$ cat config.mk
export PLATFORM = sky130hd
export DESIGN_NAME = tdm_frame_master
export DESIGN_NICKNAME = d
export VERILOG_FILES = /design/src/rtl/tdm_frame_pkg.sv /design/src/rtl/tdm_frame_ctrl.sv /design/src/rtl/tdm_frame_dp.sv /design/src/rtl/tdm_frame_master.sv
export SDC_FILE = /design/constraint.sdc
export NUM_CORES = 1
export LEC_CHECK = 0
export ABC_AREA = 1
export BUFFER_PORTS_ARGS = -buffer_cell sky130_fd_sc_hd__buf_2
export CAP_MARGIN = 20
export CORE_MARGIN = 2
export CORE_UTILIZATION = 23
export CTS_CLUSTER_DIAMETER = 100
export CTS_CLUSTER_SIZE = 14
export DETAILED_ROUTE_END_ITERATION = 8
export GPL_TIMING_DRIVEN = 0
export PLACE_DENSITY = 0.45
export SKIP_LAST_GASP = 1
export SLEW_MARGIN = 10
export SYNTH_ARGS = -nofsm -noshare
export SYNTH_HDL_FRONTEND = slang
export SYNTH_HIERARCHICAL = 1
export SYNTH_SLANG_ARGS = --single-unit
$ cat constraint.sdc
create_clock -name clk -period 5.3 [get_ports clk]
set_input_delay 0.265 -clock clk [delete_from_list [all_inputs] [get_ports clk]]
set_output_delay 0.265 -clock clk [all_outputs]
set_load 0.03 [all_outputs]
$ cat src/rtl/tdm_frame_pkg.sv
package tdm_frame_pkg;
  localparam int unsigned WORD_MAX = 32;
  localparam int unsigned BIT_W    = 5;

  // Strobes from the counter/control side to the serialiser
  typedef struct packed {
    logic advance;    // this edge is a bclk falling edge
    logic slotStart;  // the new position is bit 0 of a slot
    logic slotOn;     // the new slot is active in the mask
    logic fsNext;     // frame-sync level for the new position
  } tdm_strobe_t;
endpackage

$ cat src/rtl/tdm_frame_ctrl.sv
module tdm_frame_ctrl
  import tdm_frame_pkg::*;
#(
  parameter  int MAX_SLOTS = 8,
  localparam int SLOT_W    = (MAX_SLOTS > 1) ? $clog2(MAX_SLOTS) : 1,
  localparam int KEY_W     = SLOT_W + BIT_W
) (
  input  logic                 clk,
  input  logic                 rstN,
  input  logic                 enable,
  input  logic [1:0]           cfgWordMode,
  input  logic [SLOT_W-1:0]    cfgSlotsM1,
  input  logic [MAX_SLOTS-1:0] cfgSlotMask,
  input  logic                 cfgDspB,
  input  logic                 cfgFsInvert,
  output logic                 bclk,
  output logic [1:0]           wordMode,
  output tdm_strobe_t          strobe
);
  logic [SLOT_W-1:0]    slotsM1Q;
  logic [MAX_SLOTS-1:0] maskQ;
  logic                 dspBQ, invQ;
  logic                 phase, primed;
  logic [BIT_W-1:0]     bitCnt, nextBit, wlM1;
  logic [SLOT_W-1:0]    slotCnt, nextSlot;
  logic [KEY_W-1:0]     startKey, endKey, nextKey;
  logic                 inWin, advance;

  // Configuration is captured only while stopped
  always_ff @(posedge clk or negedge rstN) begin
    if (!rstN) begin
      wordMode <= '0;
      slotsM1Q <= '0;
      maskQ    <= '0;
      dspBQ    <= 1'b0;
      invQ     <= 1'b0;
    end else if (!enable) begin
      wordMode <= cfgWordMode;
      slotsM1Q <= cfgSlotsM1;
      maskQ    <= cfgSlotMask;
      dspBQ    <= cfgDspB;
      invQ     <= cfgFsInvert;
    end
  end

  assign wlM1    = {wordMode, 3'b111};
  assign advance = enable && phase;

  always_comb begin
    if (!primed || (bitCnt == wlM1 && slotCnt == slotsM1Q)) begin
      nextBit  = '0;
      nextSlot = '0;
    end else if (bitCnt == wlM1) begin
      nextBit  = '0;
      nextSlot = slotCnt + SLOT_W'(1);
    end else begin
      nextBit  = bitCnt + BIT_W'(1);
      nextSlot = slotCnt;
    end
  end

  // Frame-sync window [start, end) over the (slot, bit) position
  always_comb begin
    if (dspBQ) begin
      startKey = '0;
      endKey   = KEY_W'(1);
    end else begin
      startKey = {slotsM1Q, wlM1};
      endKey   = '0;
    end
    nextKey = {nextSlot, nextBit};
    if (startKey <= endKey) inWin = (nextKey >= startKey) && (nextKey < endKey);
    else                    inWin = (nextKey >= startKey) || (nextKey < endKey);
  end

  always_ff @(posedge clk or negedge rstN) begin
    if (!rstN) begin
      phase   <= 1'b0;
      primed  <= 1'b0;
      bitCnt  <= '0;
      slotCnt <= '0;
    end else if (!enable) begin
      phase   <= 1'b0;
      primed  <= 1'b0;
      bitCnt  <= '0;
      slotCnt <= '0;
    end else begin
      phase <= !phase;
      if (advance) begin
        primed  <= 1'b1;
        bitCnt  <= nextBit;
        slotCnt <= nextSlot;
      end
    end
  end

  assign bclk             = phase;
  assign strobe.advance   = advance;
  assign strobe.slotStart = (nextBit == '0);
  assign strobe.slotOn    = maskQ[nextSlot];
  assign strobe.fsNext    = inWin ^ invQ;

  p_idle_clock_r1: assert property (@(posedge clk) disable iff (!rstN)
    !enable |=> !bclk);
  p_bclk_fall_r2: assert property (@(posedge clk) disable iff (!rstN)
    (enable && bclk) |=> !bclk);
  p_bclk_rise_r2: assert property (@(posedge clk) disable iff (!rstN)
    (enable && !bclk) |=> bclk);
  p_position_bound_r5: assert property (@(posedge clk) disable iff (!rstN)
    primed |-> (slotCnt <= slotsM1Q && bitCnt <= wlM1));
  p_frame_wrap_r5: assert property (@(posedge clk) disable iff (!rstN)
    (advance && primed && bitCnt == wlM1 && slotCnt == slotsM1Q)
      |=> (bitCnt == '0 && slotCnt == '0));
  p_cfg_frozen_r12: assert property (@(posedge clk) disable iff (!rstN)
    enable |=> ($stable(wordMode) && $stable(maskQ) && $stable(slotsM1Q)
                && $stable(dspBQ) && $stable(invQ)));
endmodule

$ cat src/rtl/tdm_frame_dp.sv
module tdm_frame_dp
  import tdm_frame_pkg::*;
(
  input  logic                clk,
  input  logic                rstN,
  input  logic                enable,
  input  tdm_strobe_t         strobe,
  input  logic [1:0]          wordMode,
  input  logic [WORD_MAX-1:0] sampleData,
  input  logic                sampleValid,
  output logic                sampleReady,
  output logic                sdata,
  output logic                fsync,
  output logic                underrun
);
  logic [WORD_MAX-1:0] shiftQ, aligned;
  logic                fsQ, underrunQ;

  // Left-justify the active word so the MSB leaves first
  always_comb begin
    unique case (wordMode)
      2'd0:    aligned = {sampleData[7:0],  24'b0};
      2'd1:    aligned = {sampleData[15:0], 16'b0};
      2'd2:    aligned = {sampleData[23:0], 8'b0};
      default: aligned = sampleData;
    endcase
  end

  assign sampleReady = strobe.advance && strobe.slotStart && strobe.slotOn;

  always_ff @(posedge clk or negedge rstN) begin
    if (!rstN) begin
      shiftQ    <= '0;
      fsQ       <= 1'b0;
      underrunQ <= 1'b0;
    end else if (!enable) begin
      shiftQ    <= '0;
      fsQ       <= 1'b0;
      underrunQ <= 1'b0;
    end else if (strobe.advance) begin
      fsQ <= strobe.fsNext;
      if (strobe.slotStart) begin
        shiftQ <= (strobe.slotOn && sampleValid) ? aligned : '0;
        if (strobe.slotOn && !sampleValid) underrunQ <= 1'b1;
      end else begin
        shiftQ <= shiftQ << 1;
      end
    end
  end

  assign sdata    = shiftQ[WORD_MAX-1];
  assign fsync    = fsQ;
  assign underrun = underrunQ;

  p_idle_lines_r1: assert property (@(posedge clk) disable iff (!rstN)
    !enable |=> (!sdata && !fsync && !underrun && !sampleReady));
  p_ready_pulse_r6: assert property (@(posedge clk) disable iff (!rstN)
    sampleReady |=> !sampleReady);
  p_masked_zero_r7: assert property (@(posedge clk) disable iff (!rstN)
    (strobe.advance && strobe.slotStart && !strobe.slotOn) |=> !sdata);
  p_starved_zero_r8: assert property (@(posedge clk) disable iff (!rstN)
    (sampleReady && !sampleValid) |=> (!sdata && underrun));
  p_underrun_sticky_r8: assert property (@(posedge clk) disable iff (!rstN)
    (enable && underrun) |=> underrun);
endmodule

$ cat src/rtl/tdm_frame_master.sv
module tdm_frame_master
  import tdm_frame_pkg::*;
#(
  parameter  int MAX_SLOTS = 8,
  localparam int SLOT_W    = (MAX_SLOTS > 1) ? $clog2(MAX_SLOTS) : 1
) (
  input  logic                 clk,
  input  logic                 rstN,
  input  logic                 enable,
  input  logic [1:0]           cfgWordMode,
  input  logic [SLOT_W-1:0]    cfgSlotsM1,
  input  logic [MAX_SLOTS-1:0] cfgSlotMask,
  input  logic                 cfgDspB,
  input  logic                 cfgFsInvert,
  input  logic [31:0]          sampleData,
  input  logic                 sampleValid,
  output logic                 sampleReady,
  output logic                 bclk,
  output logic                 fsync,
  output logic                 sdata,
  output logic                 underrun
);
  tdm_strobe_t strobe;
  logic [1:0]  wordMode;

  tdm_frame_ctrl #(.MAX_SLOTS(MAX_SLOTS)) ctrl_i (
    .clk        (clk),
    .rstN       (rstN),
    .enable     (enable),
    .cfgWordMode(cfgWordMode),
    .cfgSlotsM1 (cfgSlotsM1),
    .cfgSlotMask(cfgSlotMask),
    .cfgDspB    (cfgDspB),
    .cfgFsInvert(cfgFsInvert),
    .bclk       (bclk),
    .wordMode   (wordMode),
    .strobe     (strobe)
  );

  tdm_frame_dp dp_i (
    .clk        (clk),
    .rstN       (rstN),
    .enable     (enable),
    .strobe     (strobe),
    .wordMode   (wordMode),
    .sampleData (sampleData),
    .sampleValid(sampleValid),
    .sampleReady(sampleReady),
    .sdata      (sdata),
    .fsync      (fsync),
    .underrun   (underrun)
  );

  p_edge_align_r3: assert property (@(posedge clk) disable iff (!rstN)
    $rose(bclk) |-> ($stable(sdata) && $stable(fsync)));
  p_ready_high_phase_r6: assert property (@(posedge clk) disable iff (!rstN)
    sampleReady |-> bclk);
endmodule

==> run_results.csv <==
group,metric,value,unit
clock_network,numCtsBuffers,9,
yosys,syn_area_per_cell,6.59,um^2
yosys,synth_edf_count,0,
timing,fin_skew,8.78,ps
layout,area_delta_synth_final,23.2,%
layout,stdcell_count,872,
clock_network,clkSlewWorstSetupHoldPaths,50,ps
detailed_routing,wire_per_inst,13.3,um
pwr,ir_drop,133,uV
timing,slew_viol_final,0,
layout,nets,710,
grt,grt_pass1_wl,19200,um
place,place_congestion,0.792,
yosys,ys.warnings.count,6,
critical_path,worst_setup_path_start_kind,"register",
timing,grt_setup_unrepaired,"no",
pwr,p_leak,2.55,nW
timing,fin_setup_tns,0,ps
clock_network,cts_tree,"built",
critical_path,max_stage_delay,510,ps
yosys,synth_cell_type_count,30,
grt,grt.total_usage,13.8,%
critical_path,cp_max_fo,10,
yosys,synth_top_area_share,38.6,%
timing,whs,124,ps
yosys,syn_inst,580,
clock_network,htree_levels,3,
pwr,p_total,1.27,mW
critical_path,critPathRequiredTime,5040,ps
layout,fin_area,0.00471,mm^2
detailed_routing,drc,0,
yosys,syn_area,0.00382,mm^2
place,preCtsSetupSlack,2410,ps
floorplan,dieWidth,133,um
timing,relSlewSlack,58.1,%
critical_path,end_kind,"output port",
floorplan,initial_core_util,23.3,%
critical_path,crit_top_cell,"nand2_1",
critical_path,critPathTopFamily,"simple AND/OR/NAND/NOR gates",
place,port_buffers,55,
timing,finalCriticalPeriod,3150,ps
layout,layout-drive-gt1-share,16.3,%
floorplan,io_pins,56,
min_path,hold_class,"primary input to register",
place,place_area,0.00440,mm^2
detailed_routing,drt_iter0_markers,273,
yosys,seq_area_frac_synth,38.6,%
yosys,syn_nets,642,
clock_network,ctsHoldBuffers,1,
timing,final-setup-viol-count,0,
yosys,yosysTopAreaCell,"dfrtp_1",
detailed_routing,avgViaCountPerCell,4.36,
critical_path,path_cells,"ha_1 > nand2_1 > inv_2 > nand2_1 > nor2_2 > nand2_1 > nand2_1 > nor2_1 > nor4_1 > buf_2 > nand2_1 > nor2_1 > buf_2",
floorplan,rows,47,
yosys,ys_async_sr_fraction,100,%
clock_network,postCtsSetupBuffers,0,
flow_run,cap_violations,0,
floorplan,die_y,133,um
yosys,synthTopCellsByArea,"dfrtp_1 (39%), nand2_1 (25%), o21ai_0 (6.8%)",
layout,fin_util,28.7,%
timing,finalHoldViolCount,0,
status,outcome,"complete, no violations",
yosys,synth_seq_cells,59,
floorplan,dieArea,0.0177,mm^2
detailed_routing,postRouteAntennaNets,0,
detailed_routing,drt-total-wl,11600,um
detailed_routing,dr.pass1.iters,5,
grt,first_global_vias,3876,
timing,setup_ws,2150,ps
critical_path,worst-setup-path-type,"register to output port",
timing,fmax,0.318,GHz
place,dp.cells,856,
yosys,yosys-top-cells-count,"nand2_1 (254), dfrtp_1 (59), o21ai_0 (52)",
clock_network,clock_path_buffers,2,
grt,grt_max_degree,60,
yosys,synth_top_flop_cell,"dfrtp_1",
yosys,yosysMostFrequentCell,"nand2_1",
critical_path,cp.arrival,2880,ps
place,hpwl,8650,um
clock_network,root_buffer,"clkbuf_16",
timing,fin_crit_sh,59.3,%
layout,n_fill_cell,1805,
detailed_routing,dr_total_vias,3798,
critical_path,slowest_stage,"nor4_1",
timing,tightestPinTransition,626,ps
clock_network,cts_resized,0,
clock_network,clock_sinks,59,
layout,antennaDiodeCount,0,
critical_path,path_buf_inv,3,
grt,gr-total-overflow,0,
floorplan,core_area,0.0164,mm^2
grt,grt_antenna_before_repair,0,
clock_network,clock_latency,330,ps
pwr,powerDensity,270,mW/mm^2
layout make-up:
cell class                      count  area [um^2]  area share, %
Multi-Input combinational cell    446         2040           43.3
Sequential cell                    59         1480           31.4
Timing Repair Buffer               57          315           6.70
Tap cell                          220          275           5.85
Clock buffer                       13          260           5.53
Inverter                           56          210           4.47
Buffer                             19         96.3           2.05
Clock inverter                      2         35.0          0.744
cells by family (layout without fill, tap and decap cells):
family                   Yosys count  after routing  synth area share [%]
AND/OR/NAND/NOR                  358            358                  38.8
AO/OA/AOI/OAI                     75             75                  10.4
buffers and inverters             75            147                  8.02
flip-flops                        59             59                  38.6
adder cells (fa/ha/maj)           11             11                  3.60
XOR/XNOR                           2              2                 0.458
layout by cell type, fill, tap and decap left out, types with 2 or more instances in the layout:
cell	count
nand2_2	9
nor2_4	2
clkinv_1	3
nand2_4	2
ha_1	11
o221ai_1	2
inv_1	48
clkbuf_8	2
nand2_1	254
nand3_1	30
o22ai_1	5
dfrtp_1	59
o21ai_0	52
nor2_1	48
inv_2	5
a21oi_1	12
nand4_1	4
buf_4	3
xor2_1	2
nor2_2	5
clkbuf_1	10
buf_2	62
clkbuf_16	9
sequential cells by signal, indices dropped and copies added (netlist names):
register and count:
ctrl_i/bclk 1, ctrl_i/bitCnt 5, ctrl_i/dspBQ 1, ctrl_i/invQ 1, ctrl_i/maskQ 8, ctrl_i/primed 1
ctrl_i/slotCnt 3, ctrl_i/slotsM1Q 3, ctrl_i/wordMode 2, dp_i/fsync 1, dp_i/shiftQ 32, dp_i/underrun 1
tightest hold or removal path, cell delays in order:
cell and delay (ps):
buf_2 70, nand2_1 40, nand2_1 40
per-layer routing:
metal	up-vias	wire length [um]	part of all wire (%)	global-route usage, %
li1	1954	-	-	-
met1	1736	5690	49	18.6
met2	96	5170	45	21.9
met3	12	569	4.9	2.72
met4	0	190	1.6	5.56
met5	-	0	0	0
power breakdown:
part | internal (mW) | switching (mW) | total (mW)
registers | 0.467 | 0.0138 | 0.481
logic | 0.0655 | 0.137 | 0.203
clock network | 0.386 | 0.202 | 0.588
total | 0.918 | 0.353 | 1.27
final timing paths:
path                       cells after the start        startpoint               to  slack (ps)
setup / recovery                              13  ctrl_i/bitCnt[0]      sampleReady        2150
hold / removal                                 3    cfgSlotMask[5]  ctrl_i/maskQ[5]         120
setup reg to reg                              16  ctrl_i/bitCnt[0]  dp_i/shiftQ[22]        2400
hold reg to reg                                2   dp_i/shiftQ[20]  dp_i/shiftQ[20]         470
max in group asynchronous                      3              rstN   dp_i/shiftQ[3]        4560
min in group asynchronous                      3              rstN  ctrl_i/maskQ[4]         460
Note: power is estimated with default switching activity, not from simulation.
